--- config.mk ---
export PLATFORM = sky130hd
export DESIGN_NAME = boot_flash_guard
export DESIGN_NICKNAME = d
export VERILOG_FILES = /design/src/rtl/bfg_pkg.sv /design/src/rtl/bfg_strap_sync.sv /design/src/rtl/bfg_remap.sv /design/src/rtl/bfg_regs.sv /design/src/rtl/boot_flash_guard.sv
export SDC_FILE = /design/constraint.sdc
export NUM_CORES = 1
export LEC_CHECK = 0
export ABC_CLOCK_PERIOD_IN_PS = 1700
export BUFFER_PORTS_ARGS = -buffer_cell sky130_fd_sc_hd__buf_4
export CORE_ASPECT_RATIO = 0.8
export CORE_MARGIN = 4
export CORE_UTILIZATION = 44
export DETAILED_ROUTE_END_ITERATION = 7
export PLACE_DENSITY_LB_ADDON = 0.08
export SYNTH_ARGS = -nofsm -noshare
export SYNTH_HDL_FRONTEND = slang
export SYNTH_SLANG_ARGS = --single-unit
--- constraint.sdc ---
create_clock -name clk -period 1.7 [get_ports clk]
set_input_delay 0.17 -clock clk [delete_from_list [all_inputs] [get_ports clk]]
set_output_delay 0.17 -clock clk [all_outputs]
set_load 0.005 [all_outputs]
--- src/rtl/bfg_pkg.sv ---
package bfg_pkg;

    localparam int SEL_W    = 2;
    localparam int STRAP_W  = SEL_W + 2;
    localparam int VIOL_BIT = STRAP_W;

    // ASCII words returned by the password register
    localparam logic [31:0] PW_WORD_HI = 32'h4461_7461;
    localparam logic [31:0] PW_WORD_LO = 32'h5361_6665;
    localparam logic [31:0] PW_MASKED  = 32'h6C6F_636B;

    typedef enum logic [1:0] {
        ST_SYNC,
        ST_IDLE,
        ST_XFER,
        ST_BLOCK
    } bfg_state_e;

    // Bit order matches the strap pin order
    typedef struct packed {
        logic [SEL_W-1:0] sel;
        logic             wen;
        logic             vis;
    } strap_cfg_t;

endpackage

--- src/rtl/bfg_strap_sync.sv ---
module bfg_strap_sync #(
    parameter int N      = 4,
    parameter int STAGES = 2
) (
    input  logic         clk,
    input  logic         rst_n,
    input  logic [N-1:0] pin_n,
    input  logic         capture,
    output logic [N-1:0] fitted
);

    logic [N-1:0] latched_n;

    for (genvar i = 0; i < N; i++) begin : g_bit
        logic [STAGES-1:0] chain;

        always_ff @(posedge clk or negedge rst_n) begin
            if (!rst_n) begin
                chain        <= '1;
                latched_n[i] <= 1'b1;
            end else begin
                chain <= {chain[STAGES-2:0], pin_n[i]};
                if (capture) begin
                    latched_n[i] <= chain[STAGES-1];
                end
            end
        end
    end

    assign fitted = ~latched_n;

endmodule

--- src/rtl/bfg_remap.sv ---
module bfg_remap #(
    parameter int ADDR_W    = 32,
    parameter int REGION_AW = 21,
    parameter int SEL_W     = 2
) (
    input  logic [ADDR_W-1:0] addr_in,
    input  logic [SEL_W-1:0]  code,
    output logic [ADDR_W-1:0] addr_out,
    output logic              in_win
);

    localparam int TAG_LSB = REGION_AW + SEL_W;

    assign in_win = &addr_in[ADDR_W-1:TAG_LSB];

    always_comb begin
        addr_out = addr_in;
        if (in_win) begin
            addr_out[TAG_LSB-1:REGION_AW] = addr_in[TAG_LSB-1:REGION_AW] ^ code;
        end
    end

endmodule

--- src/rtl/bfg_regs.sv ---
module bfg_regs
    import bfg_pkg::*;
#(
    parameter int DATA_W = 32
) (
    input  logic              clk,
    input  logic              rst_n,
    input  logic              rd,
    input  logic              wr,
    input  logic [1:0]        word,
    input  logic [DATA_W-1:0] wdata,
    input  strap_cfg_t        cfg,
    input  logic              blk_set,
    output logic [DATA_W-1:0] rdata,
    output logic              viol
);

    logic              clr;
    logic [DATA_W-1:0] ctrl;
    logic              unused_wdata;

    assign clr          = wr && (word == 2'd2) && wdata[VIOL_BIT];
    assign unused_wdata = ^wdata;

    always_comb begin
        ctrl                = '0;
        ctrl[STRAP_W-1:0]   = cfg;
        ctrl[VIOL_BIT]      = viol;
    end

    always_ff @(posedge clk or negedge rst_n) begin
        if (!rst_n) begin
            viol <= 1'b0;
        end else if (blk_set) begin
            viol <= 1'b1;
        end else if (clr) begin
            viol <= 1'b0;
        end
    end

    always_ff @(posedge clk or negedge rst_n) begin
        if (!rst_n) begin
            rdata <= '0;
        end else if (rd) begin
            unique case (word)
                2'd0:    rdata <= DATA_W'(cfg.vis ? PW_WORD_HI : PW_MASKED);
                2'd1:    rdata <= DATA_W'(cfg.vis ? PW_WORD_LO : PW_MASKED);
                2'd2:    rdata <= ctrl;
                default: rdata <= '0;
            endcase
        end
    end

endmodule

--- src/rtl/boot_flash_guard.sv ---
module boot_flash_guard
    import bfg_pkg::*;
#(
    parameter int ADDR_W      = 32,
    parameter int DATA_W      = 32,
    parameter int REGION_AW   = 21,
    parameter int SYNC_STAGES = 2
) (
    input  logic               clk,
    input  logic               rst_n,
    input  logic [STRAP_W-1:0] strap_n,
    input  logic               bus_req,
    input  logic               bus_we,
    input  logic [ADDR_W-1:0]  bus_addr,
    input  logic [DATA_W-1:0]  bus_wdata,
    output logic               bus_ack,
    output logic               mem_cs,
    output logic               mem_we,
    output logic [ADDR_W-1:0]  mem_addr,
    output logic [DATA_W-1:0]  mem_wdata,
    input  logic               reg_rd,
    input  logic               reg_wr,
    input  logic [1:0]         reg_word,
    input  logic [DATA_W-1:0]  reg_wdata,
    output logic [DATA_W-1:0]  reg_rdata
);

    localparam int CNT_W = $clog2(SYNC_STAGES + 1);

    bfg_state_e         state, nxt;
    logic [CNT_W-1:0]   cnt;
    logic               sync_done;
    logic [STRAP_W-1:0] fitted;
    strap_cfg_t         cfg;
    logic [ADDR_W-1:0]  remapped;
    logic               in_win;
    logic [ADDR_W-1:0]  cap_addr;
    logic [DATA_W-1:0]  cap_wdata;
    logic               cap_we;
    logic               blk_set;
    logic               viol;
    logic               in_sync;
    logic               accept;

    assign sync_done = (state == ST_SYNC) && (cnt == CNT_W'(SYNC_STAGES));
    assign cfg       = strap_cfg_t'(fitted);
    assign in_sync   = (state == ST_SYNC);
    assign accept    = (state == ST_IDLE) && bus_req;

    bfg_strap_sync #(
        .N      (STRAP_W),
        .STAGES (SYNC_STAGES)
    ) u_sync (
        .clk     (clk),
        .rst_n   (rst_n),
        .pin_n   (strap_n),
        .capture (sync_done),
        .fitted  (fitted)
    );

    bfg_remap #(
        .ADDR_W    (ADDR_W),
        .REGION_AW (REGION_AW),
        .SEL_W     (SEL_W)
    ) u_remap (
        .addr_in  (bus_addr),
        .code     (cfg.sel),
        .addr_out (remapped),
        .in_win   (in_win)
    );

    // State register
    always_ff @(posedge clk or negedge rst_n) begin
        if (!rst_n) begin
            state <= ST_SYNC;
        end else begin
            state <= nxt;
        end
    end

    // Next state
    always_comb begin
        nxt = state;
        unique case (state)
            ST_SYNC:  if (sync_done) nxt = ST_IDLE;
            ST_IDLE:  if (bus_req) nxt = (bus_we && in_win && !cfg.wen) ? ST_BLOCK : ST_XFER;
            ST_XFER:  nxt = ST_IDLE;
            ST_BLOCK: nxt = ST_IDLE;
            default:  nxt = ST_SYNC;
        endcase
    end

    // Sync counter and access capture
    always_ff @(posedge clk or negedge rst_n) begin
        if (!rst_n) begin
            cnt       <= '0;
            cap_addr  <= '0;
            cap_wdata <= '0;
            cap_we    <= 1'b0;
        end else begin
            if (in_sync && !sync_done) begin
                cnt <= cnt + 1'b1;
            end
            if (accept) begin
                cap_addr  <= remapped;
                cap_wdata <= bus_wdata;
                cap_we    <= bus_we;
            end
        end
    end

    // Outputs
    always_comb begin
        bus_ack   = (state == ST_XFER) || (state == ST_BLOCK);
        mem_cs    = (state == ST_XFER);
        mem_we    = (state == ST_XFER) && cap_we;
        mem_addr  = cap_addr;
        mem_wdata = cap_wdata;
        blk_set   = (state == ST_BLOCK);
    end

    bfg_regs #(
        .DATA_W (DATA_W)
    ) u_regs (
        .clk     (clk),
        .rst_n   (rst_n),
        .rd      (reg_rd),
        .wr      (reg_wr),
        .word    (reg_word),
        .wdata   (reg_wdata),
        .cfg     (cfg),
        .blk_set (blk_set),
        .rdata   (reg_rdata),
        .viol    (viol)
    );

endmodule

---- Word level (Yosys, flattened, before mapping) ----
Index checks and enable logic that the tools add are counted.
word-level totals
  register bits ........................... 114
  latch bits .............................. 0
  bits in writable memories ............... 0
  bits in read-only memories .............. 0
  bits of input ports ..................... 108
  output and inout port bits .............. 99
  logic and storage cells ................. 53
  memories ................................ 0
cells by class
  add/sub/neg operators ................... 1
  $mul .................................... 0
  div/mod/pow operators ................... 0
  $lt $le $gt $ge ......................... 0
  eq/ne operators ......................... 8
  shifts and indexed selects .............. 0
  multiplexer cells ....................... 10
  bitwise gates (word level) .............. 2
  reduce and logical (&&, ||, !) cells .... 17
operators by type and width
  cell                   count
  $pmux W32 S3           1
  $mux W30               2
  $reduce_and A9 Y1      1
  $eq A2 B2 Y1 const B   4
  $logic_and A1 B1 Y1    8
  $mux W2                3
  $pmux W2 S3            1
  $eq A2 B1 Y1 const B   2
  $logic_not A2 Y1       2
  $ne A2 B2 Y1 const B   2
  $not A4 Y4             1
  $mux W1                3
  $add A2 B1 Y2 const B  1
  $logic_not A1 Y1       2
  $reduce_and A2 Y1      1
  $reduce_bool A2 Y1     1
  $reduce_or A2 Y1       1
  $xor A2 B2 Y2          1
  $logic_or A1 B1 Y1     1

---- Logic depth before layout (Yosys ltp) ----
Gate-level depths: netlist of run 1.
  depth in word-level cells ............... 6
  gate-level depth with buffers ........... 5
  depth with buffers taken out ............ 4

---- By module ----
Synthesis of run 1 repeated with hierarchy kept, for this count alone.
unflattened totals
  cells, all modules ...................... 287
  area total of the unflattened synthesis .. 4,187.8 µm²
by module, submodules not included
  module            times used  cells an instance  area an instance (µm²)  sequential area each (µm²)
  boot_flash_guard  1           158                2,786.4                 1,726.7
  bfg_regs          1           72                 747.0                   325.3
  bfg_strap_sync    1           20                 375.4                   315.3
  bfg_remap         1           37                 279.0                   0.0

---- Least setup slack after synthesis of run 1 ----
Ideal clock, no wire load.
  path kind ............................... register to register
  start point ............................. register cnt[0]
  end point ............................... register u_sync.latched_n[0]
  setup time .............................. 82 ps
  arrival time ............................ 1,187 ps
  setup slack ............................. 431 ps
  cell stages (with the launch flop) ...... 5
  period minus slack after synthesis ...... 1,269 ps
  path through ............................ dfrtp_1 inv_1 ha_1 nor3b_2 mux2_2
on the way
  cells in the longest elaborated chain, start to end .. 2
ends and longest elaborated chain
  element                        RTL line                 RTL
  start, declared                boot_flash_guard.sv:31   logic [CNT_W-1:0] cnt;
  start signal, assigned         boot_flash_guard.sv:102  cnt <= cnt + 1'b1;
  $eq A2 B2 Y1                   boot_flash_guard.sv:45   assign sync_done = (state == ST_SYNC) && (cnt == CNT_W'(SYNC_STAGES));
  $logic_and A1 B1 Y1            boot_flash_guard.sv:45
  end signal, assigned by index  bfg_strap_sync.sv:24     latched_n[i] <= chain[STAGES-1];
  end, declared                  bfg_strap_sync.sv:12     logic [N-1:0] latched_n;
Every way passes these cells.
A chain may end at the register's enable or synchronous reset.

---- Worst setup path in the final report of run 1 ----
  start point ............................. register state[0]
  end point ............................... output port mem_we
on the way
  cells in the longest elaborated chain, start to end .. 2
ends and longest elaborated chain
  element                 RTL line                 RTL
  start, declared         boot_flash_guard.sv:30   bfg_state_e state, nxt;
  start signal, assigned  boot_flash_guard.sv:77   state <= nxt;
  $eq A2 B2 Y1            boot_flash_guard.sv:116  mem_we = (state == ST_XFER) && cap_we;
  $logic_and A1 B1 Y1     boot_flash_guard.sv:116
  end, declared           boot_flash_guard.sv:18   output logic mem_we,
Every way passes these cells.

==> results of run 1 <==
==> state kept, by name, indices dropped and copies added (netlist names) <==
name,flops
cap_we,1
cnt,2
mem_addr,32
mem_wdata,32
state,2
u_regs.rdata,12
u_regs.viol,1
u_sync.g_bit.chain,8
u_sync.latched_n,4
==> path summary, 6_finish.rpt <==
| path | to | slack (ns) | cells past startpoint |
|---|---|---|---|
| min in group asynchronous | mem_wdata[23] | 0.32 | 2 |
| min reg2reg | u_sync.g_bit[2].chain[1] | 0.36 | 0 |
| max | mem_we | 0.19 | 4 |
| min | mem_wdata[12] | 0.01 | 3 |
| max in group asynchronous | mem_wdata[13] | 0.79 | 3 |
| max reg2reg | mem_addr[28] | 0.23 | 3 |
==> per-layer routing <==
metal  up-vias  part of all wire (%)  GRT usage [%]
met1      1418                    42           23.3
met3         9                   8.6           7.50
met4         0                   1.2           5.88
met2       112                    49           31.5
li1       1523                     -              -
met5         -                     0              0
==> kinds of logic (layout without fill, tap and decap cells) <==
logic type               Yosys count  after routing  share of synthesized area (%)
AO/OA/AOI/OAI                     17             17                           2.78
XOR/XNOR                           3              3                          0.695
adder cells (fa/ha/maj)            1              1                          0.331
buffers and inverters             44            245                           7.35
flip-flops                        94             94                           62.6
multiplexers                      17             17                           5.69
other                              1              6                         0.0992
AND/OR/NAND/NOR                  191            191                           20.4
==> cell type report <==
type                    count  area share (%)
flip-flops and latches     94            41.2
repair buffers            220            31.2
multi-input cells         235            20.1
well taps                 108            2.35
clock inverters             6            2.33
clock buffers              10            2.22
inverters                   9           0.588
==> repair_timing <==
action	in CTS	in global routing
hold buffers	42	0
resized for setup	0	0
hold endpoints to repair	66	0
==> stage by stage <==
| stage | hold WS, ns | utilization, % | area, sq um | total power, mW |
|---|---|---|---|---|
| after floorplan | -0.126 | - | 3800 | 5.24 |
| after global placement | 0.158 | 62.0 | 5060 | 6.97 |
| after detailed placement | 0.160 | 62.0 | 5060 | 7.07 |
| after CTS | 0.000158 | 70.4 | 5750 | 9.06 |
| after global routing | 0.00542 | 70.4 | 5750 | 9.60 |
| final | 0.0136 | 70.4 | 5750 | 8.95 |
==> critical path, delay by kind of cell, from the launching register on <==
family / cells / cell delay (ns)
DFF: 1 / 0.41
and+or+nand+nor: 2 / 0.31
buffers and inverters: 2 / 0.26
==> layout by cell type (no fill, tap or decap), types with 6 or more instances in the layout <==
master         netlist  routed
conb_1               1       6
buf_4               26     175
clkbuf_8             0       9
nand2_1            170     170
inv_1                8       8
dlygate4sd3_1        0      42
mux2_2               8       8
dfstp_2             12      12
mux2_4               7       7
dfrtp_1             82      82
==> power by group through the flow <==
stage	logic (mW)	registers, mW	clock network (mW)
2_1_floorplan	1.46	3.78	0
3_3_place_gp	3.25	3.72	0
3_5_place_dp	3.32	3.75	0
4_1_cts	3.40	3.73	1.93
5_1_grt	3.72	3.85	2.03
6_report	3.35	3.73	1.88
==> results.txt, run 1 <==
The floorplan step defined a die boundary enclosing 0.0101 sq mm. The worst hold path begins at bus_wdata[12]. The cell-internal power came out at between 6 and 7 mW. In the synthesized netlist the dominant register cell turns out to be dfrtp_1. The power density over the cells is 1560 mW/mm^2. Setup repair after global routing left no endpoint under its margin. The count of filler cells inserted in the layout came out at slightly above 600. Sequential cells account for 41.6% of the total power. After detailed placement, the design holds a cell count of 624. The min-delay analysis places its worst path in the category in -> reg. The count of input and output buffers is approximately 170. The highest fanout seen on the critical path came out at 5.

The longest clock path from root to sink contains 2 buffers. After detailed routing, the average wire length per cell comes to between 10 and 15 um. The count of pins over their slew limit came out at 0.

After detailed routing, the total wire length is 9.50 mm. The library cell appearing most often on the critical path is buf_4. The CTS buffer count is 9. Dividing the final minimum period by the clock period gives 88.6%. The highest achievable clock rate came out at 664 MHz.

Entering global routing, the biggest net connects 52 pins. The initial antenna violation count came out at 0. The effective utilization at floorplan came out at between 40% and 50%.

Among all stages on the critical path, the largest delay is contributed by dfrtp_1. The accumulated negative setup slack came out at 0 ns. The antenna cell count is 0. For this run, the slowest stage of the critical path takes 0.41 ns. The CTS H-tree depth is 3. Of the total power, combinational logic draws roughly 37%.

The root buffer cell chosen for the clock tree is clkbuf_8. The count of buffers added by post-CTS timing repair for setup came out at 0. The die is 90.9 um tall. Summing every instance area after synthesis gives 0.00378 sq mm.

The remaining global-route overflow is 0. Ranked by total cell area, the synthesized netlist is headed by dfrtp_1, nand2_1, dfstp_2. The proportion of layout cells with a drive suffix above 1 is 38.9%. Relative to the synthesized area, the layout overhead comes to 52.0%. The number of distinct library cell variants in the gate-level netlist after synthesis came out at 33. The floorplan has 29 rows. The detailed-routing iteration count for the pre-antenna-repair pass came out at 4. The post-detailed-route via-to-cell ratio came out at 4.49. The global-route total usage across every layer is 19.1%. The core box area came out at between 0.008 and 0.009 sq mm. The switching power is 2.74 mW. During I/O placement, the number of pins put on the boundary was 207. The clock tree from TritonCTS is built. The area of combinational cells with multiple inputs came out at between 0.001 and 0.0015 sq mm. The fraction of power spent switching nets is between 30 and 40%. Of all cell types, the one taking the most synthesized area is dfrtp_1. The register area is 0.00237 sq mm. The total vias in the final route came out at 3062. The shortest clock period the worst path allows after layout is 1.51 ns. The worst setup path is of the reg -> out kind.

The area fraction of the dominant cell type after synthesis came out at 54.3%. The post-route DRC violation count came out at 0. The congestion estimate from routability-driven global placement came to 0.746. The number of flip-flops and latches in the synthesized netlist is 94. The number of global-route vias before repair came to 3132.

The fraction of registers with async set or reset after synthesis is 100%. The run finished with clean final reports. Before CTS, the worst setup slack after placement is about 0.25 ns. Walking the worst path, the cells encountered are buf_4 -> nor2b_1 -> and2_1 -> buf_4. The slack of the critical path came out at a little under 0.2 ns. The number of hold violations in the final report is 0. The data arrival time at the worst-slack endpoint came out at 1.34 ns. Counting flops with a built-in enable in the synthesized netlist gives 0.

The Yosys step of the flow raised 0 warnings. The global-route wire length before repair came out at 15.7 mm. Summed over all nets, the half-perimeter wirelength after detailed placement is 6.58 mm. The mean instance size in the synthesized netlist is 10.3 sq um. The clock net sink count came out at 94. The non-filler instance count after layout came out at 682.

The beginning of the critical path is state[0]. The worst register-to-register path begins at state[0]. At the pin with the least slew margin, the transition time is 0.565 ns. The worst supply voltage drop on vdd came out at around 870 uV. The worst setup path is captured at a primary output. After synthesis, the most frequently instantiated cells are nand2_1, dfrtp_1, buf_4. The violation count after the first detailed-routing iteration is 121. Data on the critical path is required at its endpoint by 1.53 ns. The count of nets left with antenna violations once routing finished came out at 0. STA classifies the critical path startpoint as a register. The fraction of the yosys area taken by sequential cells is a little over three fifths. The number of instances in the synthesized netlist came out at 368.

The total leakage power is 3.05 nW. The total setup violations reported at the end of the flow came out at 0. Clock-pin slew was measured on the worst setup and hold paths at 0.09 ns. Max-cap violations in this run came to 0. The net count of the finished layout is roughly 680.

The worst slew margin relative to its limit came out at 62.3%. The clock reaches the later pin of the worst-skew pair after about 0.35 ns. The part of the power in the clock network came out at 21.0%. Across the routed clock network, the largest skew measured is 0.00613 ns. The die is 112 um wide.

The most instantiated library cell after synthesis is nand2_1.
(Power assumes the default switching activity.)
==> run 2, diff against run 1 <==
ABC_CLOCK_PERIOD_IN_PS = 1900   (was 1700)
CORE_UTILIZATION = 48   (was 44)
clock period = 1.9 ns   (was 1.7 ns; I/O delays follow)
==> run 2 against run 1 <==
Total power fell by 15%. Final area fell by 7.3%. Die area fell by 7.7%. Setup slack improved by 0.19 ns. Largest cell class unchanged.
==> results.txt, run 2 (synthesis results as in run 1) <==
The run finished with clean final reports. The worst setup path is captured at a primary output. The post-route DRC violation count is 0 (unchanged).

The average wire per cell in the routed design is 13.7 um (-1.8%). Compared with the post-synthesis result, the final layout area differs by 40.8%. The number of buffers added to fix hold violations after cts came out at 8 (-81%). The highest achievable clock rate is 660 MHz. The final antenna-violating net count came to 0 (unchanged). The data required time at the worst endpoint is 1.71 ns (+0.18 ns). The count of pins over their slew limit is 0 (unchanged). The total stage count of the critical path is 3 (-1).

The highest fanout seen on the critical path came out at 7 (+2). The violation count after the first detailed-routing iteration came to 120 (-0.83%). The effective utilization at floorplan is 50.2% (+3.9 points). The pin count of the biggest net entering global routing is 54 (+3.8%). The post-detailed-route via-to-cell ratio was 4.68 (+4.2%). The kind of cell adding the most delay to the critical path is flip-flops. The detailed-routing iteration count for the pre-antenna-repair pass came out at 5 (+1). The proportion of layout cells with a drive suffix above 1 came out at 40.4% (+1.6 points). Setup repair after global routing left no endpoint under its margin. In the layout the commonest cells are buf_4, nand2_1, dfrtp_1. The critical path starts at state[1]. The clock net sink count is 94 (unchanged). The cell sitting at the root of the clock tree is a clkbuf_8.

The number of hold violations in the final report came to 0 (unchanged). The remaining global-route overflow is 0 (unchanged). After layout, the worst path uses 79.8% of the clock period. The cell depth of the worst min-delay path came out at 3 (unchanged).

The total leakage power was 2.87 nW (-6.2%). The count of filler cells inserted in the layout came to 594 (-3.9%). The number of global-route vias before repair came out at 3052 (-2.6%). The global-route wire length before repair is 14.5 mm (-8.0%). The class of the tightest hold or removal check is in -> reg. The area of the die is 0.00937 sq mm (-7.7%). The CTS H-tree depth is 3 (unchanged). Traced cell by cell, the critical path runs through nor2b_1 -> and2_1 -> buf_4. The CTS buffer count was 9 (unchanged).

The worst supply voltage drop on vdd came out at 718 uV (-17%). The total setup violations reported at the end of the flow came out at 0 (unchanged). The worst reg2reg path endpoint is mem_addr[26].

The clock insertion delay at the later pin of the skew report is 0.35 ns (about the same). The power density over the cells is 1430 mW/mm^2 (-8.0%). The post-placement cell count is 618 (-0.96%). The number of maximum-capacitance constraint violations came out at 0 (unchanged). The critical path in this run is classified as reg -> out. The number of cells upsized or downsized after cts is 0 (unchanged). The leading cell type in the layout, fill and taps excluded is buf_4. The post-placement setup slack is 0.411 ns (+0.166 ns). The total vias in the final route is 3003 (-1.9%). The accumulated negative setup slack came to 0 ns (unchanged).

The number of nets in the finished design came out at 641 (-5.5%). The non-filler instance count after layout came out at 642 (-5.9%). The HPWL reported at the end of detailed placement came out at 6.50 mm (-1.2%). The clock tree from TritonCTS is built. The overall power after layout came out at 7.63 mW (-15%). The clock tree skew after final layout is 0.00662 ns (+0.000495 ns). The cell count of the worst reg-to-reg path came out at 3 (unchanged). The die width is 107 um (-4.0%). The overall routed net length came out at 8.78 mm (-7.6%). The core box area came out at 0.00753 sq mm (-7.7%). The count of standard-cell rows came out at 28 (-3.4%). The global-route total usage across every layer came out at 19.6% (+0.48 points). The maximum clock path buffer count is 2 (unchanged). The clock input transition at the sequential cells of the worst setup and hold paths is 0.09 ns (about the same). In this run the critical register-to-register path is launched from state[1]. The data arrival time at the worst-slack endpoint is 1.33 ns (about the same). The area of combinational cells with multiple inputs came out at 0.00115 sq mm (unchanged). The count of input and output buffers came out at 169 (unchanged). After layout, the minimum clock period comes to 1.52 ns. The worst setup path is launched from a register. The number of buffer and inverter instances along the worst setup path came out at 1 (-1).

The endpoint of the worst setup timing path is mem_we. The count of buffers added by post-CTS timing repair for setup came out at 0 (unchanged). On the critical path, the stage with the largest delay is an instance of dfrtp_1. The register area is 0.00237 sq mm (unchanged). The register-to-register path setup slack is 0.41 ns (+0.18 ns). The vertical extent of the die came to 87.4 um (-3.9%). The weighted congestion at the end of routability-driven global placement came out at 0.750 (+0.58%). The maximum single-stage delay on the critical path came out at 0.47 ns (+0.06 ns). The count of boundary I/O pins came out at 207 (unchanged).

The slack of the critical path came out at 0.384 ns (+0.190 ns). The antenna cell count came out at 0 (unchanged). The initial antenna violation count came out at 0 (unchanged).
[run 2: report_power, final]
| group | internal [mW] | total, mW | switching [mW] |
|---|---|---|---|
| registers | 2.85 | 3.34 | 0.489 |
| logic | 1.65 | 2.89 | 1.25 |
| clock network | 0.739 | 1.39 | 0.653 |
[run 2: final cells by class]
cell class,instances,share of cell area [%]
clock buffers,12,2.54
flip-flops and latches,94,44.5
well taps,105,2.47
multi-input cells,235,21.7
clock inverters,4,1.34
repair buffers,183,26.9
inverters,9,0.634
[run 2: worst min path at each step]
stage / endpoint / start / slack [ns]
finish: mem_wdata[15] / bus_wdata[15] / 0.02
global route: mem_wdata[2] / bus_wdata[2] / 0.004
CTS: mem_wdata[30] / bus_wdata[30] / 0.00007
detailed placement: mem_addr[26] / rst_n / 0.16
global placement: mem_addr[26] / rst_n / 0.16
floorplan: cap_we / rst_n / -0.11
[run 2: layer usage]
| layer | vias to the layer above | wire length (um) | GRT usage, % |
|---|---|---|---|
| li1 | 1459 | - | - |
| met1 | 1413 | 3540 | 23.8 |
| met2 | 115 | 4130 | 31.9 |
| met3 | 16 | 942 | 8.23 |
| met4 | 0 | 174 | 6.39 |
| met5 | - | 0 | 0 |
[run 2: metrics by stage]
step | util (%) | instance area (sq um) | hold WS (ns)
2_1_floorplan | - | 3800 | -0.106
3_3_place_gp | 66.9 | 5040 | 0.157
3_5_place_dp | 66.9 | 5040 | 0.158
4_1_cts | 70.7 | 5330 | 0.0000728
5_1_grt | 70.7 | 5330 | 0.00447
6_report | 70.7 | 5330 | 0.0201
[run 2: tightest hold or removal path: cells and delay by family]
kind,cells,cell delay (ns)
buffers and inverters,1,0.07
AND/OR/NAND/NOR,2,0.08
